==> config.mk <==
export PLATFORM = sky130hd
export DESIGN_NAME = rodt_read_scheduler
export DESIGN_NICKNAME = d
export VERILOG_FILES = /design/src/rtl/rodt_pkg.sv /design/src/rtl/rodt_lat_calc.sv /design/src/rtl/rodt_window.sv /design/src/rtl/rodt_ready.sv /design/src/rtl/rodt_read_scheduler.sv
export SDC_FILE = /design/constraint.sdc
export NUM_CORES = 1
export LEC_CHECK = 0
export BUFFER_PORTS_ARGS = -buffer_cell sky130_fd_sc_hd__buf_2
export CELL_PAD_IN_SITES_DETAIL_PLACEMENT = 0
export CELL_PAD_IN_SITES_GLOBAL_PLACEMENT = 1
export CORE_ASPECT_RATIO = 0.9
export CORE_MARGIN = 4
export CORE_UTILIZATION = 42
export CTS_BUF_LIST = sky130_fd_sc_hd__clkbuf_4
export CTS_CLUSTER_DIAMETER = 100
export DETAILED_ROUTE_END_ITERATION = 6
export GPL_TIMING_DRIVEN = 0
export HOLD_SLACK_MARGIN = 0.05
export PLACE_DENSITY = 0.82
export SLEW_MARGIN = 25
export SYNTH_ARGS = -nofsm -noshare
export SYNTH_HDL_FRONTEND = slang
export SYNTH_SLANG_ARGS = --single-unit
==> constraint.sdc <==
create_clock -name clk_i -period 7.7 [get_ports clk_i]
set_input_delay 1.54 -clock clk_i [delete_from_list [all_inputs] [get_ports clk_i]]
set_output_delay 1.54 -clock clk_i [all_outputs]
set_load 0.02 [all_outputs]
==> src/rtl/rodt_pkg.sv <==
package rodt_pkg;
  localparam int unsigned CFG_W     = 5;
  localparam int unsigned LAT_W     = CFG_W + 2;
  localparam int unsigned BURST_CYC = 4;  // BL8 occupies four clocks

  typedef logic [CFG_W-1:0]      cfg_t;
  typedef logic [LAT_W-1:0]      lat_t;
  typedef logic signed [LAT_W:0] slat_t;
endpackage

==> src/rtl/rodt_lat_calc.sv <==
module rodt_lat_calc
  import rodt_pkg::*;
(
  input  cfg_t cl_i,
  input  cfg_t al_i,
  input  cfg_t cwl_i,
  output lat_t rd_lat_o,
  output lat_t odt_lat_o,
  output lat_t win_o,
  output lat_t need_o,
  output logic lead_pos_o
);
  lat_t  rl, odtl;
  slat_t lead, need_s;

  always_comb begin
    rl     = lat_t'(cl_i) + lat_t'(al_i);
    odtl   = lat_t'(cwl_i) + lat_t'(al_i) - lat_t'(2);
    // cycles between READ and the last legal ODT-low sample
    lead   = $signed({1'b0, rl}) - $signed({1'b0, odtl}) - slat_t'(2);
    need_s = slat_t'(1) - lead;
    lead_pos_o = (lead > slat_t'(0));
    need_o     = lead_pos_o ? '0 : need_s[LAT_W-1:0];
    // low through RL+3-ODTL, high allowed at RL+4-ODTL
    win_o      = rl + lat_t'(BURST_CYC - 1) - odtl;
    rd_lat_o   = rl;
    odt_lat_o  = odtl;
  end
endmodule

==> src/rtl/rodt_window.sv <==
module rodt_window
  import rodt_pkg::*;
#(
  parameter int unsigned NUM_SLOTS = 4
) (
  input  logic clk_i,
  input  logic rst_ni,
  input  logic issue_i,
  input  lat_t win_i,
  output logic busy_o,
  output logic full_o
);
  logic [NUM_SLOTS-1:0] free, alloc;

  always_comb begin
    logic taken;
    taken = 1'b0;
    for (int i = 0; i < NUM_SLOTS; i++) begin
      alloc[i] = free[i] & ~taken & issue_i;
      taken    = taken | free[i];
    end
  end

  for (genvar g = 0; g < NUM_SLOTS; g++) begin : g_slot
    lat_t cnt_q;
    assign free[g] = (cnt_q == '0);
    always_ff @(posedge clk_i or negedge rst_ni) begin
      if (!rst_ni)       cnt_q <= '0;
      else if (alloc[g]) cnt_q <= win_i;
      else if (!free[g]) cnt_q <= cnt_q - lat_t'(1);
    end
  end

  assign busy_o = ~&free;
  assign full_o = ~|free;

  AST_NO_OVERFLOW: assert property (@(posedge clk_i) disable iff (!rst_ni)
    issue_i |-> !full_o);
  AST_WIN_OPEN: assert property (@(posedge clk_i) disable iff (!rst_ni)
    issue_i && (win_i != '0) |=> busy_o);
endmodule

==> src/rtl/rodt_ready.sv <==
module rodt_ready
  import rodt_pkg::*;
(
  input  logic clk_i,
  input  logic rst_ni,
  input  logic odt_i,
  input  logic lead_pos_i,
  input  lat_t need_i,
  input  logic full_i,
  output logic ready_o
);
  lat_t run_q, run_now;

  always_comb begin
    if (odt_i)              run_now = '0;
    else if (run_q == '1)   run_now = run_q;
    else                    run_now = run_q + lat_t'(1);
  end

  always_ff @(posedge clk_i or negedge rst_ni) begin
    if (!rst_ni) run_q <= '0;
    else         run_q <= run_now;
  end

  assign ready_o = !full_i && (lead_pos_i || (run_now >= need_i));

  AST_LATE_READ_LOW: assert property (@(posedge clk_i) disable iff (!rst_ni)
    ready_o && !lead_pos_i |-> !odt_i);
  AST_FULL_STALL: assert property (@(posedge clk_i) disable iff (!rst_ni)
    full_i |-> !ready_o);
endmodule

==> src/rtl/rodt_read_scheduler.sv <==
module rodt_read_scheduler
  import rodt_pkg::*;
#(
  parameter int unsigned NUM_SLOTS = 4
) (
  input  logic             clk_i,
  input  logic             rst_ni,
  input  logic [CFG_W-1:0] cfg_cl_i,
  input  logic [CFG_W-1:0] cfg_al_i,
  input  logic [CFG_W-1:0] cfg_cwl_i,
  input  logic             odt_req_i,
  input  logic             rd_issue_i,
  output logic             odt_o,
  output logic             rd_ready_o,
  output logic [LAT_W-1:0] rd_lat_o,
  output logic [LAT_W-1:0] odt_lat_o
);
  lat_t win, need;
  logic lead_pos, busy, full, req_q;

  rodt_lat_calc i_calc (
    .cl_i       (cfg_cl_i),
    .al_i       (cfg_al_i),
    .cwl_i      (cfg_cwl_i),
    .rd_lat_o   (rd_lat_o),
    .odt_lat_o  (odt_lat_o),
    .win_o      (win),
    .need_o     (need),
    .lead_pos_o (lead_pos)
  );

  rodt_window #(.NUM_SLOTS(NUM_SLOTS)) i_window (
    .clk_i   (clk_i),
    .rst_ni  (rst_ni),
    .issue_i (rd_issue_i),
    .win_i   (win),
    .busy_o  (busy),
    .full_o  (full)
  );

  always_ff @(posedge clk_i or negedge rst_ni) begin
    if (!rst_ni) req_q <= 1'b0;
    else         req_q <= odt_req_i;
  end

  assign odt_o = req_q & ~busy;

  rodt_ready i_ready (
    .clk_i      (clk_i),
    .rst_ni     (rst_ni),
    .odt_i      (odt_o),
    .lead_pos_i (lead_pos),
    .need_i     (need),
    .full_i     (full),
    .ready_o    (rd_ready_o)
  );

  AST_ISSUE_READY: assert property (@(posedge clk_i) disable iff (!rst_ni)
    rd_issue_i |-> rd_ready_o);
  AST_READ_LOW: assert property (@(posedge clk_i) disable iff (!rst_ni)
    rd_issue_i |=> !odt_o);
  AST_REQ_FOLLOW: assert property (@(posedge clk_i) disable iff (!rst_ni)
    odt_o |-> $past(odt_req_i));
endmodule

# Yosys cells after proc, flatten, opt, wreduce, memory -nomap -nowiden
# Index checks and enable logic that the tools add are counted.
# Widths: inputs -> output; s select.
# totals
regBits	36
in_bits	19
wordCells	58
# op_classes
n_eq_ne	5
addsub	13
bitwise	13
n_mux	11
reduce_logical	8
order_cmp	2
# op_table
operator	n
$mux 7	11
$logic_not 7->1	4
$sub 7x1->7 const B	4
$add 5x5->6	2
$and 1x1->1	8
$gt 8x1->1 const B	1
$ne 2x2->1 const B	4
$sub 7x7->8	1
$sub 8x3->8 const B	1
$add 7x1->7 const B	1
$add 7x2->7 const B	1
$eq 7x7->1 const B	1
$ge 7x7->1	1
$sub 2x7->7 const A	1
$sub 7x2->7 const B	1
$sub 7x7->7	1
$reduce_and 4->1	1
$reduce_or 4->1	1
$not 1->1	3
$or 1x1->1	2
$logic_and 1x1->1	1
$logic_or 1x1->1	1

# Depth between registers and ports, before layout
# Gate-level depths: netlist of run 1.
# logic_depth
word_depth	9
ltp_mapped	25
ltp_nobuf	25

# Cells and area by module
# From an unflattened synthesis of run 1, not the netlist that was laid out.
# hier_totals
cells_unflattened	374
hier_area_um2	3503.4
# by_module_without_submodules
module	seq_area_each_um2	area_per_inst_um2	n_inst	cells_per_inst
rodt_window	700.7	1610.3	1	160
rodt_lat_calc	0.0	1315.0	1	158
rodt_ready	175.2	539.3	1	54
rodt_read_scheduler	25.0	38.8	1	2

# Worst setup path before layout of run 1
# No wires, ideal clock.
# synth_path
kind	input to output
startpoint	input cfg_al_i[0]
endpoint	output rd_ready_o
t_required_ns	6.160
cell_stages	21
arrival_ns	6.380
n_path_buf	0
path_slack_ns	-0.220
path_cell_list	ha_1 > fa_1 > inv_1 > ha_1 > xor2_1 > inv_1 > ha_1 > inv_1 > ha_1 > xor2_1 > or3_4 > or4_4 > o211ai_4 > and2_1 > ha_1 > nand2b_1 > a211oi_1 > o21ai_0 > a21o_1 > a21oi_1 > a21oi_1
# synth_via
elab_chain_len	9
elab_cells_between_ends	11
cone_classes	6 x add/sub; 2 x order compare; 1 x mux; 2 x reduce/logical
# synth_lines
element	line_no	rtl
start, declared	rodt_read_scheduler.sv:9	input logic [CFG_W-1:0] cfg_al_i,
$add 5x5->6 (*)	rodt_lat_calc.sv:18	odtl = lat_t'(cwl_i) + lat_t'(al_i) - lat_t'(2);
$sub 7x2->7 (*)	rodt_lat_calc.sv:18	
named net odt_lat_o[1]	rodt_read_scheduler.sv:16	output logic [LAT_W-1:0] odt_lat_o
$sub 7x7->8 (*)	rodt_lat_calc.sv:20	lead = $signed({1'b0, rl}) - $signed({1'b0, odtl}) - slat_t'(2);
$sub 8x3->8 (*)	rodt_lat_calc.sv:20	
$sub 2x7->7 or $gt 8x1->1 (tied branches)	rodt_lat_calc.sv:21, rodt_lat_calc.sv:22	
$mux 7	rodt_lat_calc.sv:23	need_o = lead_pos_o ? '0 : need_s[LAT_W-1:0];
$ge 7x7->1	rodt_ready.sv:25	assign ready_o = !full_i && (lead_pos_i || (run_now >= need_i));
$logic_or 1x1->1 (*)	rodt_ready.sv:25	
$logic_and 1x1->1 (*)	rodt_ready.sv:25	
end, declared	rodt_read_scheduler.sv:14	output logic rd_ready_o,
# The timed path passes the listed nets; every way through them passes the cells marked *.

# Worst setup path in the final report of run 1
# layout_path
startpoint	input cfg_al_i[0]
endpoint	output rd_ready_o
# layout_via
elab_chain_len	9
elab_cells_between_ends	11
cone_classes	6 x add/sub; 2 x order compare; 1 x mux; 2 x reduce/logical
# layout_lines
element	line_no
$add 5x5->6	rodt_lat_calc.sv:18
$sub 7x2->7	rodt_lat_calc.sv:18
$sub 7x7->8 (*)	rodt_lat_calc.sv:20
$sub 8x3->8 (*)	rodt_lat_calc.sv:20
$sub 2x7->7 or $gt 8x1->1 (tied branches)	rodt_lat_calc.sv:21, rodt_lat_calc.sv:22
$mux 7	rodt_lat_calc.sv:23
$ge 7x7->1	rodt_ready.sv:25
$logic_or 1x1->1 (*)	rodt_ready.sv:25
$logic_and 1x1->1 (*)	rodt_ready.sv:25
# Every way passes the cells marked *; elsewhere a longest branch is shown, timed or not.

==> flow_summary.yaml, run 1 <==
timing:
  setup_ws_ns: 0.0409
  hold_slack_ns: 0.476
  fin_crit_sh: 0.995
  max_freq_ghz: 0.131
  tightest_slew_ns: 0.819
  rsz0062_at_grt: "yes"
  setup_viol: 0
  timing.slew.headroom: 0.454
  clock_skew_ns: 0.0232
  hold_viol_final: 0
  finalCriticalPeriod_ns: 7.66
  slew_violations: 0
  setup_tns_ns: 0
placed_design:
  dp_cells: 498
  gp_congestion: 0.810
  hpwl_um: 5240
  dp_slack_ns: -0.501
  port_buffers: 32
grt:
  gr-total-overflow: 0
  grt_pass1_wl_um: 12000
  antenna_found_initial: 0
  grt_max_degree: 37
  gr-usage-met1: 0.223
  grt_most_used_layer: "met2"
  grt_pass1_vias: 2687
  gr-usage-met2: 0.251
  grt_usage: 0.157
  grt_util_met3: 0.0246
drt:
  wirelength_um: 6770
  ant_nets: 0
  drc: 0
  routedWlPerCell_um: 13.2
  viasPerCell: 5.18
  drtIter0Drc: 76
  drt-pass1-iter-count: 4
  vias: 2652
floorplan:
  start_util: 0.431
  rows: 30
  die_area_um2: 9160
  ios: 35
  core_area_um2: 7510
  die_h_um: 91.2
  die_w_um: 100
worst_setup_path:
  cp-start-kind: "input port"
  required_ns: 6.16
  arrival_ns: 6.12
  worstSetupPathType: "input port to output port"
  endpoint_kind: "output port"
  crit_fanout: 4
layout:
  diodes: 0
  layout.nets: 484
  mostFrequentLayoutCells: "inv_1, ha_1, dfrtp_1, nand2_1, buf_2"
  stdcell_count: 512
  drive_gt1_frac: 0.243
  multi_input_area_um2: 2390
  areaGrowthSynthToFinish_pct: 19.9
  fill_cells: 694
  regArea_um2: 901
yosys:
  ys_ff_latch: 36
  async_flop_share: 1.00
  yosys.area.top_type_share: 0.279
  synthFlopType: "dfrtp_1"
  synth_edf_count: 0
  synthesis.area_um2: 3230
  synth.area.top_cells: "dfrtp_1, ha_1, inv_1"
  ys_seq_area_frac: 0.279
  yosys.area.top_type: "dfrtp_1"
  syn_area_per_cell_um2: 8.73
  synth_cells: 370
  syn_nets: 439
  synthDistinctLibCells: 55
  synth_warnings: 0
clock_tree:
  cts-buffers-inserted: 5
  clk_pin_slew_worst_paths_ns: 0.13
  cts_tree: "yes"
  clk_latency_ns: 0.35
  cts_num_sinks: 36
  h-tree-depth: 2
  clock_path_buffers: 2
  ctsRootBufferMaster: "clkbuf_4"
worst_hold_path:
  min_path_type: "flop to flop"
power_and_ir_drop:
  peakVddDrop_v: 0.000115
  power.leakage_uw: 0.00182
  power_density_nw_per_um2: 251
outcome:
  status: "completed"
run:
  max_cap_violations: 0
-- sequential cells by signal (all words and copies together) (netlist names) --
register / cells
i_ready.run_q: 7
i_window.g_slot.cnt_q: 28
req_q: 1
-- critical path, cell delays in order --
cell and delay, ns:
buf_2 0.12, ha_4 0.16, fa_2 0.38, xor2_2 0.17
buf_4 0.15, or3_4 0.39, xnor2_4 0.19, inv_2 0.06
ha_4 0.26, inv_1 0.06, ha_4 0.24, a21oi_4 0.16
and3_2 0.20, nor2_2 0.05, or4_4 0.43, o211ai_4 0.21
and2_1 0.15, ha_1 0.23, nand2b_4 0.14, a211oi_2 0.20
o21ai_1 0.09, a21o_1 0.16, a21oi_2 0.12, a21oi_2 0.07
buf_6 0.15
-- cell families after synthesis --
logic type / Yosys count / share of synthesized area
AO/OA/AOI/OAI: 85 / 0.174
adder cells (fa/ha/maj): 50 / 0.203
XOR/XNOR: 34 / 0.0921
multiplexers: 4 / 0.0124
AND/OR/NAND/NOR: 111 / 0.181
flip-flops: 36 / 0.279
other: 1 / 0.00116
buffers and inverters: 49 / 0.0581
-- where the power goes --
part / leakage (uW) / internal (uW) / switching [uW] / total, uW
combinational: 0.00136 / 310 / 370 / 680
clock: 0.0000293 / 38.3 / 63.8 / 102
sequential: 0.000427 / 189 / 0.147 / 189
-- metal layers --
layer / up-vias / share of wire
li1: 1376 / -
met1: 1237 / 0.50
met2: 34 / 0.46
met3: 5 / 0.029
met4: 0 / 0.0081
met5: - / 0
-- cells in the mapped netlist, types with 4 or more instances --
cell type  number
nor3_1         10
a21oi_1        32
nand3_1         8
nand4_1         4
ha_1           46
dfrtp_1        36
a21o_1          8
mux2i_1         4
xnor2_1        19
nand2_1        32
o21ai_0        10
o22ai_1         5
nor2_1         28
o31ai_1         5
xor2_1         15
inv_1          45
fa_1            4
-- path summary, 6_finish.rpt --
check	startpoint	endpoint	slack, ns	cells past startpoint
worst max-delay path	cfg_al_i[0]	rd_ready_o	0.04	25
worst min-delay path	i_window.g_slot[0].cnt_q[0]	i_window.g_slot[0].cnt_q[0]	0.48	1
worst max register to register	i_window.g_slot[0].cnt_q[0]	i_window.g_slot[0].cnt_q[3]	5.33	7
worst min register to register	i_window.g_slot[0].cnt_q[0]	i_window.g_slot[0].cnt_q[0]	0.48	1
max in group asynchronous	rst_ni	i_window.g_slot[2].cnt_q[6]	5.89	1
min in group asynchronous	rst_ni	i_window.g_slot[1].cnt_q[1]	1.27	1
-- per-stage QoR --
step                instance area (um^2)  utilization  power [uW]
floorplan                           3290            -         647
global placement                    3570        0.475         762
detailed placement                  3570        0.475         769
CTS                                 3800        0.506         951
global route                        3870        0.516        1080
finish                              3870        0.516         972
-- what timing repair did --
| item | in CTS | in global routing |
|---|---|---|
| setup buffers | 4 | 2 |
| hold buffers | 0 | 0 |
| setup endpoints to repair | 1 | 1 |
| resized for setup | 26 | 12 |
| pin swaps | 9 | 15 |
-- cell type report --
| class | instances | share of cell area |
|---|---|---|
| Multi-Input combinational cell | 285 | 0.618 |
| Sequential cell | 36 | 0.232 |
| Clock buffer | 6 | 0.0116 |
| Buffer | 4 | 0.00484 |
| Clock inverter | 2 | 0.00291 |
| Tap cell | 96 | 0.0310 |
| Inverter | 45 | 0.0436 |
| Timing Repair Buffer | 38 | 0.0555 |
Note: power is estimated with default switching activity, not from simulation.
==> run 2: changes to the inputs <==
- CORE_UTILIZATION: 42 -> 47
- PLACE_DENSITY: 0.82 -> 0.86
- clock period: 7.7 -> 7.9 ns (I/O delays scaled with it)
==> flow_summary.yaml, run 2 (synthesis gave the netlist of run 1 again) <==
outcome:
  status: "completed"
grt:
  gr-total-overflow: 0
  grt_pass1_vias: 2699
  antenna_found_initial: 0
  grt_usage: 0.180
  grt_pass1_wl_um: 11900
  grt_max_degree: 37
worst_setup_path:
  endpoint_kind: "output port"
  r2r_cells: 7
  cp-start-kind: "input port"
  arrival_ns: 6.18
  worstSetupPathType: "input port to output port"
  crit_fanout: 4
  required_ns: 6.32
clock_tree:
  clk_pin_slew_worst_paths_ns: 0.11
  ctsRootBufferMaster: "clkbuf_4"
  cts-buffers-inserted: 5
  h-tree-depth: 2
  clk_latency_ns: 0.34
  cts_num_sinks: 36
  cts_tree: "yes"
  clock_path_buffers: 2
layout:
  diodes: 0
  utilization: 0.593
  mostFrequentLayoutCells: "inv_1, ha_1, dfrtp_1, nand2_1, buf_2"
  stdcell_count: 512
  reg.largest.list: "i_window.g_slot.cnt_q: 28 flops, i_ready.run_q: 7 flops, req_q: 1 flops"
  regMostFlops: "i_window.g_slot.cnt_q"
  largest_reg_flops: 28
  areaGrowthSynthToFinish_pct: 21.5
  final_common_cell: "inv_1"
  layout.nets: 491
  drive_gt1_frac: 0.254
timing:
  setup_viol: 0
  rsz0062_at_grt: "yes"
  slew_violations: 0
  hold_viol_final: 0
  finalCriticalPeriod_ns: 7.76
  clock_skew_ns: 0.0128
  max_freq_ghz: 0.129
  tightest_slew_ns: 0.803
  timing.slew.headroom: 0.465
  fin_crit_sh: 0.982
power_and_ir_drop:
  pwr-share-clk: 0.093
  p_sw_uw: 443
  p_seq_frac: 0.188
  comb_power_share: 0.719
  power_density_nw_per_um2: 250
  power.leakage_uw: 0.00186
  intPower_uw: 538
  switching_share: 0.452
  peakVddDrop_v: 0.000104
run:
  max_cap_violations: 0
drt:
  viasPerCell: 5.33
  drc: 0
  drtIter0Drc: 80
  wirelength_um: 6920
  drt-pass1-iter-count: 4
  vias: 2730
  ant_nets: 0
  routedWlPerCell_um: 13.5
floorplan:
  ios: 35
  start_util: 0.488
  die_w_um: 95.4
  core_area_um2: 6620
  rows: 28
  die_h_um: 86.7
  die_area_um2: 8270
worst_hold_path:
  min_path_type: "flop to flop"
  hold_depth: 1
placed_design:
  hpwl_um: 5220
  gp_congestion: 0.779
  port_buffers: 32
  dp_cells: 492
==> run 2: path summary, 6_finish.rpt <==
path / start / end / slack, ns
worst max-delay path: cfg_al_i[0] / rd_ready_o / 0.14
worst min-delay path: i_window.g_slot[0].cnt_q[0] / i_window.g_slot[0].cnt_q[0] / 0.48
worst max register to register: i_window.g_slot[0].cnt_q[0] / i_ready.run_q[0] / 5.53
worst min register to register: i_window.g_slot[0].cnt_q[0] / i_window.g_slot[0].cnt_q[0] / 0.48
max in group asynchronous: rst_ni / i_ready.run_q[4] / 6.07
min in group asynchronous: rst_ni / i_window.g_slot[1].cnt_q[1] / 1.30
==> run 2: critical path: stages <==
cell,delay [ns]
buf_8,0.10
ha_4,0.15
fa_2,0.36
xor2_2,0.17
buf_4,0.14
or3_4,0.37
xnor2_2,0.15
inv_1,0.06
ha_1,0.30
inv_1,0.10
ha_4,0.23
a21oi_4,0.16
and3_4,0.22
nor2_4,0.04
or4_4,0.51
o211ai_4,0.20
and2_4,0.18
ha_4,0.19
nand2b_4,0.13
a211oi_2,0.20
o21ai_1,0.10
a21o_1,0.16
a21oi_2,0.13
a21oi_2,0.06
buf_4,0.18
==> run 2: routing by layer <==
metal / part of all wire / GRT usage / routed length (um)
met5: 0 / 0 / 0
met1: 0.47 / 0.245 / 3220
met2: 0.46 / 0.296 / 3210
met3: 0.056 / 0.0304 / 385
met4: 0.014 / 0.0504 / 97
==> run 2: area by class of cell <==
cell class                 count  area, um^2
buffer                         4        18.8
tap                           90         113
clock inverter                 2        7.51
inverter                      45         171
clock buffer                   5        37.5
fill                         589        2700
multi-input combinational    285        2400
sequential                    36         901
timing repair buffer          45         280
==> run 2: power by group through the flow <==
stage | combinational [uW] | clock [uW] | sequential (uW)
final | 706 | 91.2 | 185
after global routing | 793 | 103 | 185
after CTS | 585 | 95.9 | 185
after detailed placement | 549 | 0 | 188
after global placement | 539 | 0 | 188
after floorplan | 429 | 0 | 188
==> run 2: what timing repair did <==
action                     in CTS  in global routing
resized for setup              17                 36
setup buffers                   7                  6
setup endpoints to repair       1                  1
hold buffers                    0                  0
pin swaps                       8                 23
==> run 2: per-stage QoR <==
stage | total power [uW] | cell area, um^2 | TNS (ns) | hold WS, ns | setup WS [ns]
floorplan | 617 | 3240 | 0 | 0.428 | 0.0242
global placement | 727 | 3510 | -0.307 | 0.455 | -0.307
detailed placement | 737 | 3510 | -0.332 | 0.465 | -0.332
CTS | 865 | 3690 | 0 | 0.481 | 0.0261
global route | 1080 | 3930 | -0.0812 | 0.496 | -0.0812
finish | 981 | 3930 | 0 | 0.481 | 0.140
==> run 3: changes to the inputs <==
--- a/constraint.sdc
+++ b/constraint.sdc
@@ -3,2 +3,2 @@
 set_output_delay 1.58 -clock clk_i [all_outputs]
-set_load 0.02 [all_outputs]
+set_load 0.05 [all_outputs]
==> flow_summary.yaml, run 3 (synthesis gave the netlist of run 1 again) <==
clock_tree:
  ctsHoldBuffers: 0
  clk_pin_slew_worst_paths_ns: 0.11
  cts-buffers-inserted: 5
  h-tree-depth: 2
  cts_num_sinks: 36
  ctsRootBufferMaster: "clkbuf_4"
  clk_latency_ns: 0.34
  clock_path_buffers: 2
  cts_tree: "yes"
layout:
  final_area_um2: 3840
  fill_cells: 595
  stdcell_count: 508
  largest_reg_flops: 28
  drive_gt1_frac: 0.232
  regMostFlops: "i_window.g_slot.cnt_q"
  areaGrowthSynthToFinish_pct: 18.9
  utilization: 0.580
  reg.largest.list: "i_window.g_slot.cnt_q: 28 flops, i_ready.run_q: 7 flops, req_q: 1 flops"
  layout.nets: 486
  mostFrequentLayoutCells: "inv_1, ha_1, dfrtp_1, nand2_1, buf_2"
  diodes: 0
  final_common_cell: "inv_1"
drt:
  drtIter0Drc: 83
  ant_nets: 0
  wirelength_um: 6890
  drc: 0
  drt-pass1-iter-count: 4
  viasPerCell: 5.27
  routedWlPerCell_um: 13.6
  vias: 2679
timing:
  rsz0062_at_grt: "yes"
  timing.slew.headroom: 0.463
  fin_crit_sh: 0.991
  tightest_slew_ns: 0.806
  hold_viol_final: 0
  hold_slack_ns: 0.477
  clock_skew_ns: 0.00828
  finalCriticalPeriod_ns: 7.83
  max_freq_ghz: 0.128
  slew_violations: 0
  setup_viol: 0
grt:
  grt_usage: 0.179
  antenna_found_initial: 0
  grt_pass1_wl_um: 11900
  grt_pass1_vias: 2617
  grt_max_degree: 37
  gr-total-overflow: 0
worst_setup_path:
  critPathSlowestCell: "fa_2"
  cpMostUsedCell: "ha_4"
  crit_fanout: 4
  arrival_ns: 6.25
  worstPathCellList: "buf_2 > ha_4 > fa_2 > clkinvlp_4 > ha_4 > clkinvlp_4 > ha_4 > inv_4 > fa_2 > xor2_2 > or3_4 > or4_4 > o211ai_4 > and2_1 > ha_1 > nand2b_4 > a211oi_2 > o21ai_1 > a21o_1 > a21oi_2 > a21oi_4 > buf_6"
  cp-start-kind: "input port"
  endpoint_kind: "output port"
  required_ns: 6.32
  worstSetupPathType: "input port to output port"
  slowest_delay_ns: 0.56
floorplan:
  die_area_um2: 8270
  start_util: 0.488
  core_area_um2: 6620
  rows: 28
  ios: 35
  die_w_um: 95.4
  die_h_um: 86.7
outcome:
  status: "completed"
run:
  max_cap_violations: 0
placed_design:
  placed_area_um2: 3640
  dp_cells: 492
  port_buffers: 32
  hpwl_um: 5310
  gp_congestion: 0.820
power_and_ir_drop:
  power_density_nw_per_um2: 253
  peakVddDrop_v: 0.000146
  power.leakage_uw: 0.00182
  power_uw: 972
worst_hold_path:
  min_path_type: "flop to flop"
-- run 3: changes by cell type in the layout (fill, tap and decap cells not counted), sizes merged --
cell / before / now
clkinv: 2 / 3
buf: 46 / 41
inv: 45 / 43
clkinvlp: 0 / 2
-- run 3: path summary, 6_finish.rpt --
path                                        startpoint                     endpoint  slack, ns  cells past startpoint
min reg2reg                i_window.g_slot[0].cnt_q[0]  i_window.g_slot[0].cnt_q[0]       0.48                      1
max reg2reg                i_window.g_slot[0].cnt_q[0]  i_window.g_slot[0].cnt_q[3]       5.52                      7
max                                        cfg_al_i[0]                   rd_ready_o       0.07                     22
min                        i_window.g_slot[0].cnt_q[0]  i_window.g_slot[0].cnt_q[0]       0.48                      1
max in group asynchronous                       rst_ni  i_window.g_slot[2].cnt_q[4]       6.07                      1
min in group asynchronous                       rst_ni  i_window.g_slot[1].cnt_q[2]       1.32                      1
-- run 3: cell type report --
cell class	instances	area, um^2	area share
plain buffers	4	18.8	0.00488
clock buffers	5	37.5	0.00977
clock inverters	3	13.8	0.00358
inverters	45	179	0.0465
multi-input cells	285	2350	0.613
flip-flops and latches	36	901	0.234
well taps	90	113	0.0293
repair buffers	40	226	0.0589
-- run 3: critical path, delay by kind of cell --
family	cells	cell delay (ns)
and+or+nand+nor	4	1.17
xor gates and xnor gates	1	0.17
AOI/OAI and AO/OA	6	0.88
adders and majority gates	6	1.88
buffers and inverters	5	0.57
-- run 3: power by group --
group / switching (uW) / internal (uW)
registers: 0.147 / 184
logic: 397 / 296
clock network: 62.0 / 32.7
total: 459 / 513
-- run 3: per-stage QoR --
stage | worst slack, ns | setup TNS [ns]
2_1_floorplan | -0.262 | -0.262
3_3_place_gp | -0.371 | -0.371
3_5_place_dp | -0.380 | -0.380
4_1_cts | 0.0109 | 0
5_1_grt | -0.159 | -0.159
6_report | 0.0717 | 0
-- run 3: repair_timing --
| item | 4_1_cts | 5_1_grt |
|---|---|---|
| gates cloned | 0 | 0 |
| gates resized for setup | 11 | 6 |
| setup endpoints to repair | 1 | 1 |
| setup buffers | 8 | 0 |
| endpoints found under the hold margin | 0 | 0 |
| pin swaps | 12 | 1 |
-- run 3: routing by layer --
layer / global-route usage / wire length (um)
met1: 0.259 / 3340
met2: 0.284 / 3210
met4: 0.0349 / 57
met5: 0 / 0
met3: 0.0286 / 293
